**config.mk**
```make
export PLATFORM = sky130hd
export DESIGN_NAME = intgrp_combiner
export DESIGN_NICKNAME = d
export VERILOG_FILES = /design/src/rtl/intgrp_pkg.sv /design/src/rtl/intgrp_sync.sv /design/src/rtl/intgrp_regs.sv /design/src/rtl/intgrp_group.sv /design/src/rtl/intgrp_combiner.sv
export SDC_FILE = /design/constraint.sdc
export NUM_CORES = 1
export LEC_CHECK = 0
export ABC_AREA = 1
export BUFFER_PORTS_ARGS = -buffer_cell sky130_fd_sc_hd__buf_4
export CAP_MARGIN = 30
export CORE_MARGIN = 5
export CORE_UTILIZATION = 50
export CTS_CLUSTER_SIZE = 24
export DETAILED_ROUTE_END_ITERATION = 10
export HOLD_SLACK_MARGIN = 0.02
export PLACE_DENSITY = 0.74
export SYNTH_ARGS = -nofsm -noshare
export SYNTH_HDL_FRONTEND = slang
export SYNTH_HIERARCHICAL = 1
export SYNTH_SLANG_ARGS = --single-unit
```
**constraint.sdc**
```tcl
create_clock -name clk -period 1.4 [get_ports clk]
set_clock_uncertainty 0.2 [all_clocks]
set_input_delay 0 -clock clk [delete_from_list [all_inputs] [get_ports clk]]
set_output_delay 0 -clock clk [all_outputs]
set_load 0.01 [all_outputs]
```
**src/rtl/intgrp_pkg.sv**
```systemverilog
package intgrp_pkg;

    localparam int ADDR_W = 4;

    localparam logic [ADDR_W-1:0] OFS_SET  = 4'h0;
    localparam logic [ADDR_W-1:0] OFS_CLR  = 4'h4;
    localparam logic [ADDR_W-1:0] OFS_STAT = 4'hC;

    typedef enum logic [1:0] {
        SEL_SET  = 2'd0,
        SEL_CLR  = 2'd1,
        SEL_STAT = 2'd2,
        SEL_NONE = 2'd3
    } reg_sel_e;

    typedef struct packed {
        logic              sel;
        logic              wr;
        logic [ADDR_W-1:0] addr;
    } bus_req_t;

    function automatic reg_sel_e decode_sel(input logic [ADDR_W-1:0] a);
        reg_sel_e r;
        if (a == OFS_SET)       r = SEL_SET;
        else if (a == OFS_CLR)  r = SEL_CLR;
        else if (a == OFS_STAT) r = SEL_STAT;
        else                    r = SEL_NONE;
        return r;
    endfunction

endpackage

```
**src/rtl/intgrp_sync.sv**
```systemverilog
module intgrp_sync #(
    parameter int W      = 32,
    parameter int STAGES = 2
) (
    input  logic         clk,
    input  logic         rst,
    input  logic [W-1:0] d,
    output logic [W-1:0] q
);
    generate
        if (STAGES == 0) begin : g_bypass
            assign q = d;
        end else begin : g_chain
            logic [STAGES-1:0][W-1:0] pipe;
            always_ff @(posedge clk) begin
                if (rst) begin
                    pipe <= '0;
                end else begin
                    pipe[0] <= d;
                    for (int i = 1; i < STAGES; i++) begin
                        pipe[i] <= pipe[i-1];
                    end
                end
            end
            assign q = pipe[STAGES-1];
        end
    endgenerate
endmodule

```
**src/rtl/intgrp_regs.sv**
```systemverilog
module intgrp_regs
    import intgrp_pkg::*;
#(
    parameter int NSRC = 32
) (
    input  logic              clk,
    input  logic              rst,
    input  bus_req_t          req,
    input  logic [NSRC-1:0]   wdata,
    input  logic [NSRC-1:0]   stat,
    output logic [NSRC-1:0]   en_q,
    output logic [NSRC-1:0]   rdata
);
    reg_sel_e        sel;
    logic            do_wr;
    logic            do_rd;
    logic [NSRC-1:0] set_m;
    logic [NSRC-1:0] clr_m;
    logic [NSRC-1:0] rd_mux;

    always_comb begin
        sel   = decode_sel(req.addr);
        do_wr = req.sel && req.wr;
        do_rd = req.sel && !req.wr;
        set_m = (do_wr && sel == SEL_SET) ? wdata : '0;
        clr_m = (do_wr && sel == SEL_CLR) ? wdata : '0;
        case (sel)
            SEL_SET, SEL_CLR: rd_mux = en_q;
            SEL_STAT:         rd_mux = stat;
            default:          rd_mux = '0;
        endcase
    end

    // clear beats set when both masks hit one bit
    always_ff @(posedge clk) begin
        if (rst) begin
            en_q  <= '0;
            rdata <= '0;
        end else begin
            en_q  <= (en_q | set_m) & ~clr_m;
            rdata <= do_rd ? rd_mux : '0;
        end
    end
endmodule

```
**src/rtl/intgrp_group.sv**
```systemverilog
module intgrp_group #(
    parameter int GW = 8
) (
    input  logic          clk,
    input  logic          rst,
    input  logic [GW-1:0] bits,
    output logic          grp_q
);
    always_ff @(posedge clk) begin
        if (rst) grp_q <= 1'b0;
        else     grp_q <= |bits;
    end
endmodule

```
**src/rtl/intgrp_combiner.sv**
```systemverilog
module intgrp_combiner
    import intgrp_pkg::*;
#(
    parameter int NGROUPS     = 4,
    parameter int GROUP_W     = 8,
    parameter int SYNC_STAGES = 2,
    localparam int NSRC       = NGROUPS * GROUP_W
) (
    input  logic              clk,
    input  logic              rst,
    input  logic              bus_sel,
    input  logic              bus_wr,
    input  logic [ADDR_W-1:0] bus_addr,
    input  logic [NSRC-1:0]   bus_wdata,
    output logic [NSRC-1:0]   bus_rdata,
    input  logic [NSRC-1:0]   irq_in,
    output logic [NGROUPS-1:0] irq_out
);
    bus_req_t        req;
    logic [NSRC-1:0] sync_q;
    logic [NSRC-1:0] en_q;
    logic [NSRC-1:0] stat_w;

    assign req = '{sel: bus_sel, wr: bus_wr, addr: bus_addr};

    intgrp_sync #(.W(NSRC), .STAGES(SYNC_STAGES)) u_sync (
        .clk (clk),
        .rst (rst),
        .d   (irq_in),
        .q   (sync_q)
    );

    intgrp_regs #(.NSRC(NSRC)) u_regs (
        .clk   (clk),
        .rst   (rst),
        .req   (req),
        .wdata (bus_wdata),
        .stat  (stat_w),
        .en_q  (en_q),
        .rdata (bus_rdata)
    );

    assign stat_w = sync_q & en_q;

    generate
        for (genvar g = 0; g < NGROUPS; g++) begin : g_grp
            intgrp_group #(.GW(GROUP_W)) u_grp (
                .clk   (clk),
                .rst   (rst),
                .bits  (stat_w[g*GROUP_W +: GROUP_W]),
                .grp_q (irq_out[g])
            );
        end
    endgenerate
endmodule

```
---- Word-level counts from Yosys, hierarchy flattened ----
Cells that the tools add are included.
cells by class
  reduce and logical (&&, ||, !) cells .... 13
  bitwise logic cells ..................... 5
  equality and inequality tests ........... 4
  muxes and demuxes ....................... 6
operators with widths
  cell                  number
  $and A32 B32 Y32      2
  $mux W32              2
  $pmux W32 S2          1
  $not A32 Y32          1
  $or A32 B32 Y32       1
  $reduce_or A8 Y1      4
  $eq A4 B3 Y1 const B  1
  $eq A4 B4 Y1 const B  1
  $logic_and A1 B1 Y1   4
  $logic_not A4 Y1      1
  $mux W2               2
  $reduce_or A2 Y1      2
  $eq A2 B1 Y1 const B  1
  $eq A2 B2 Y1 const B  1
  $logic_not A2 Y1      1
  $logic_not A1 Y1      1
  $mux W1               1
  $not A1 Y1            1
word-level totals
  input port bits ......................... 72
  output and inout port bits .............. 36
  logic and storage cells ................. 36
  register bits ........................... 132

---- Longest topological paths before layout ----
  word-level depth ........................ 9
  depth in mapped cells ................... 7
  gate-level depth less buffers ........... 7

---- Cells and area by module ----
Netlist, hierarchy kept.
modules (own cells, without submodules)
  module           area each (um^2)  cells each  instances  seq. area each (um^2)
  intgrp_regs      2683.8            394         1          1281.2
  intgrp_sync      2080.7            231         1          1281.2
  intgrp_combiner  240.2             64          1          0.0
  intgrp_group     50.0              9           4          20.0

---- Worst setup path before layout ----
Ideal clock, no wire load.
  kind .................................... register -> register
  start ................................... register u_sync.g_chain.pipe, in the netlist u_sync/q[3]
  end ..................................... register g_grp[0].u_grp.grp_q
  data arrival time ....................... 737 ps
  library setup time ...................... 111 ps
  buffers on the path ..................... 1
  stages on the path, launching flop included .. 8
  slack ................................... 352 ps
  data required time ...................... 1089 ps
  clock period less this slack ............ 1048 ps
  cell sequence ........................... dfxtp_1 -> buf_4 -> nand2_1 -> inv_1 -> nor2_1 -> nand2_1 -> nor2_1 -> nor2_1
on the way
  cells in the longest elaborated chain, start to end .. 2
ends and longest elaborated chain
  element                           line                   text
  start: declaration                intgrp_sync.sv:14      logic [STAGES-1:0][W-1:0] pipe;
  start signal: indexed assignment  intgrp_sync.sv:21      pipe[i] <= pipe[i-1];
  $and A32 B32 Y32                  intgrp_combiner.sv:43  assign stat_w = sync_q & en_q;
  net stat_w[3]                     intgrp_combiner.sv:22  logic [NSRC-1:0] stat_w;
  $reduce_or A8 Y1                  intgrp_group.sv:11     else grp_q <= |bits;
  end signal: assignment            intgrp_group.sv:11
  end: declaration                  intgrp_group.sv:7      output logic grp_q
The timed path passes the listed nets, and every way through them passes these cells.
A chain may end at the register's enable or synchronous reset.

---- Worst setup path in the final report ----
  start ................................... input port bus_sel
  end ..................................... register u_regs.en_q[7]
on the way
  cells in the longest elaborated chain, start to end .. 5
  elaborated cells between the ends (all ways) .. 8
  classes of those cells .................. mux (2); bitwise (3); reduce/logical (3)
ends and longest elaborated chain
  element                                          line                                  text
  start: declaration                               intgrp_combiner.sv:11                 input logic bus_sel,
  $logic_and A1 B1 Y1 (*)                          intgrp_regs.sv:23                     do_wr = req.sel && req.wr;
  $logic_and A1 B1 Y1, on equally long branches    intgrp_regs.sv:25, intgrp_regs.sv:26
  $mux W32, on equally long branches               intgrp_regs.sv:25, intgrp_regs.sv:26
  $or A32 B32 Y32 or $not A32 Y32 (tied branches)  intgrp_regs.sv:40                     en_q <= (en_q | set_m) & ~clr_m;
  $and A32 B32 Y32 (*)                             intgrp_regs.sv:40
  end signal: assignment                           intgrp_regs.sv:40
  end: declaration                                 intgrp_regs.sv:11                     output logic [NSRC-1:0] en_q,
Every way passes the cells marked *; elsewhere a longest branch is shown, timed or not.

==> impl.org <==
** Run status
- Outcome :: finished, violations left
- Violations in the final reports :: negative setup slack

** Timing
- Maximum operating frequency :: 0.713 GHz
- Setup violations remaining at the end of the flow were counted as 1.
- Transition time at the pin with the least slew margin :: 0.399 ns
- Count of pins over their slew limit :: 0
- The final hold violation count is 0.
- Setup repair after global routing left no endpoint under its margin.
- Headroom to the max-slew limit came out at 0.734.
- Once routing completed, OpenROAD measured the worst setup slack at -0.00186 ns.
- Final worst path period share :: 1.00
- Min Clock Period, post-route :: 1.40 ns

** Die
- The floorplan has 37 rows.
- Area of the placeable core :: 10200 µm²
- Die Ht :: 112 µm
- For this configuration, the core starts out at a cell density of 0.509.
- 108 I/O pins were placed.
- Die Footprint :: 12600 µm²
- Measured along the x axis, the die boundary spans 112 µm.

** Synth
- The biggest area contributor in the post-synthesis netlist is dfxtp_1.
- Top FF cell, synth :: dfxtp_1
- Top cells by area in the synthesized netlist :: dfxtp_1 51%, nor2_1 13%, nand2_1 10%
- Synthesized area per cell :: 7.18 µm²
- In the synthesized netlist the async set-or-reset flop fraction comes to 0.
- Top-area cell type share of the netlist area :: 0.508
- Synthesis produced 725 cells.
- Yosys mapped a number of flops with a built-in enable equal to 0.
- Counting every net in the synthesized netlist gives 797.
- FF+latch count, synth :: 132
- Sequential cell area fraction in the yosys report :: 0.508
- Netlist cell types :: 16
- Post-Syn Area :: 5200 µm²
- Warning count from the yosys run :: 6
- Most common cell in the synthesized netlist :: nor2_1
- Commonest cells in the synthesized netlist :: 187 x nor2_1, 142 x nand2_1, 132 x dfxtp_1, 132 x inv_1, 35 x buf_4

** Cells and area
- In the final layout, the share of cells above drive strength 1 is 0.166.
- Final net count :: 1009
- Measured on the finished design, the core utilization comes to 0.779.
- Final-layout fill cell count :: 628
- Relative area change from synthesis to final layout :: 53.1%

** Clock tree
- No sink is reached through more buffers than the 2 on the longest clock path.
- TritonCTS built the clock tree.
- H-tree level count :: 4
- The tree is rooted in a clkbuf_8.
- Clock-pin slew was measured on the worst setup and hold paths at 0.06 ns.
- The tree built by TritonCTS fans out to 132 sinks.
- In this run, CTS created clock tree buffers numbering 17.
- After clock tree synthesis, the setup repair step added 0 buffers.
- The clock reaches the later pin of the worst-skew pair after 0.51 ns.

** Route
- Sum of routed wire length over all layers :: 16500 µm
- After detailed routing, the average wire length per cell comes to 15.1 µm.
- In the routed layout, each cell is associated on average with a via count of 4.92.
- Routed via count :: 5343
- DRC Markers :: 0
- The first detailed-routing pass took 5 iterations.
- The detail route stage leaves a number of antenna-violating nets equal to 0.
- The first routing iteration left 417 violations.

** Critical path
- The endpoint identified for the worst register-to-register timing path is g_grp[0].u_grp/grp_q.
- Kind of capture point of the worst setup path :: register
- Start-to-end type of the worst setup path :: in -> reg
- STA puts the critical path data arrival time at 1.60 ns.
- The number of cells on the worst reg-to-reg path is 6.
- The worst register-to-register path has a setup slack of 0.12 ns.
- At the worst endpoint, the required time is 1.60 ns.
- Type of element launching the critical path :: input port
- Along the worst path, the maximum fanout reaches 32.
- The startpoint identified for the worst register-to-register timing path is u_regs/en_q[7].

** Power and ir drop
- Largest vdd supply drop :: 0.860 mV
- Summing internal, switching and leakage power gives 0.00949 W.
- Total power divided by cell area :: 1190 nW/µm²
- The analysis attributes to cell leakage a power of 3.90 nW.

** Global routing
- The total overflow left after global routing is 0.
- First-pass GRT wire length :: 26100 µm
- The via count of the first global-routing pass is 5470.
- The initial antenna violation count came to 1.
- Entering global routing, the biggest net connects 69 pins.
- Total global routing track utilization :: 0.260

** Min path
- The worst hold path passes through 7 cells.
- The worst hold path terminates at u_regs/en_q[29].
- In this run the most critical hold path is launched from bus_addr[2].
- Class of the tightest hold or removal check :: in -> reg

** Placed design
- IO Port Bufs :: 107
- Worst-case setup slack after placement :: 0.167 ns
- The congestion estimate from routability-driven global placement came to 0.858.
- Detailed placement finished with a half-perimeter wire length of 8190 µm.

** Flow run
- Number of violations of the max-capacitance limit :: 0
-- how the worst max path moves through the flow --
stage,cells after the start,end,from
after floorplan,7,g_grp[0].u_grp/grp_q,u_sync/q[3]
after global placement,7,u_regs/en_q[18],bus_sel
after detailed placement,7,u_regs/rdata[11],bus_addr[1]
after CTS,5,u_sync/g_chain.pipe[23],rst
after global routing,5,u_sync/g_chain.pipe[2],rst
final,8,u_regs/en_q[7],bus_sel
-- worst max-delay path, stage by stage --
cell	delay, ns
buf_4	0.09
nand2_1	0.06
inv_1	0.11
buf_4	0.39
nand4_1	0.19
dlygate4sd3_1	0.60
nand2_1	0.08
nor2_1	0.07
-- logic make-up (layout without fill, tap and decap cells) --
group	after synthesis	in the layout	synth area share
other	0	1	0
AND/OR/NAND/NOR	366	366	0.284
buffers and inverters	196	420	0.179
AO/OA/AOI/OAI	31	31	0.0298
flip-flops	132	132	0.508
-- area by class of cell --
class	count	area, µm²	share of cell area
Antenna cell	1	2.50	0.000314
Clock buffer	20	445	0.0559
Clock inverter	11	200	0.0251
Inverter	133	499	0.0627
Multi-Input combinational cell	397	1650	0.207
Sequential cell	132	2640	0.332
Tap cell	136	170	0.0214
Timing Repair Buffer	256	2360	0.296
-- sequential cells by signal, summed over array words and instances, names as in the netlist --
name and cells:
g_grp.u_grp/grp_q 4, u_regs/en_q 32, u_regs/rdata 32, u_sync/g_chain.pipe 32, u_sync/q 32
-- metrics by stage --
step | cell area [µm²] | instances | TNS [ns] | hold WS [ns]
after CTS | 7910 | 1084 | 0 | 0.0343
after global placement | 5900 | 917 | 0 | -0.00133
final | 7970 | 1086 | -0.00186 | 0.0922
after global routing | 7970 | 1086 | 0 | 0.119
after floorplan | 5200 | 725 | 0 | -0.128
after detailed placement | 5900 | 917 | 0 | 0.00581
-- metal layers --
layer	wire length, µm	GRT usage
met1	6030	0.284
met2	8410	0.477
met3	1500	0.0663
met4	524	0.105
met5	0	0
-- cells in the final DEF (no fill, tap or decap) --
master,instances
dfxtp_1,132
clkinvlp_4,2
a21oi_2,2
nand3b_1,1
nand4_1,32
dlygate4sd3_1,136
clkinv_4,3
clkbuf_16,17
inv_2,1
bufinv_16,5
clkbuf_8,3
nor2_1,185
buf_6,2
nor2_2,2
nand3_1,1
clkbuf_1,1
buf_16,1
diode_2,1
inv_1,132
nand2_1,142
buf_12,4
nor2_4,3
inv_6,1
a21oi_1,29
buf_4,112
-- timing repair --
item                                    in CTS  in global routing
endpoints found under the hold margin      132                 32
endpoints found under the setup margin       0                 44
hold buffers                               136                  2
resized for setup                            0                  7
-- where the power goes --
group,switching [W],internal [W],total (W)
registers,0.0000317,0.00385,0.00388
clock network,0.00165,0.00317,0.00482
logic,0.000359,0.000431,0.000790
total,0.00204,0.00745,0.00949
(Power assumes the default switching activity.)
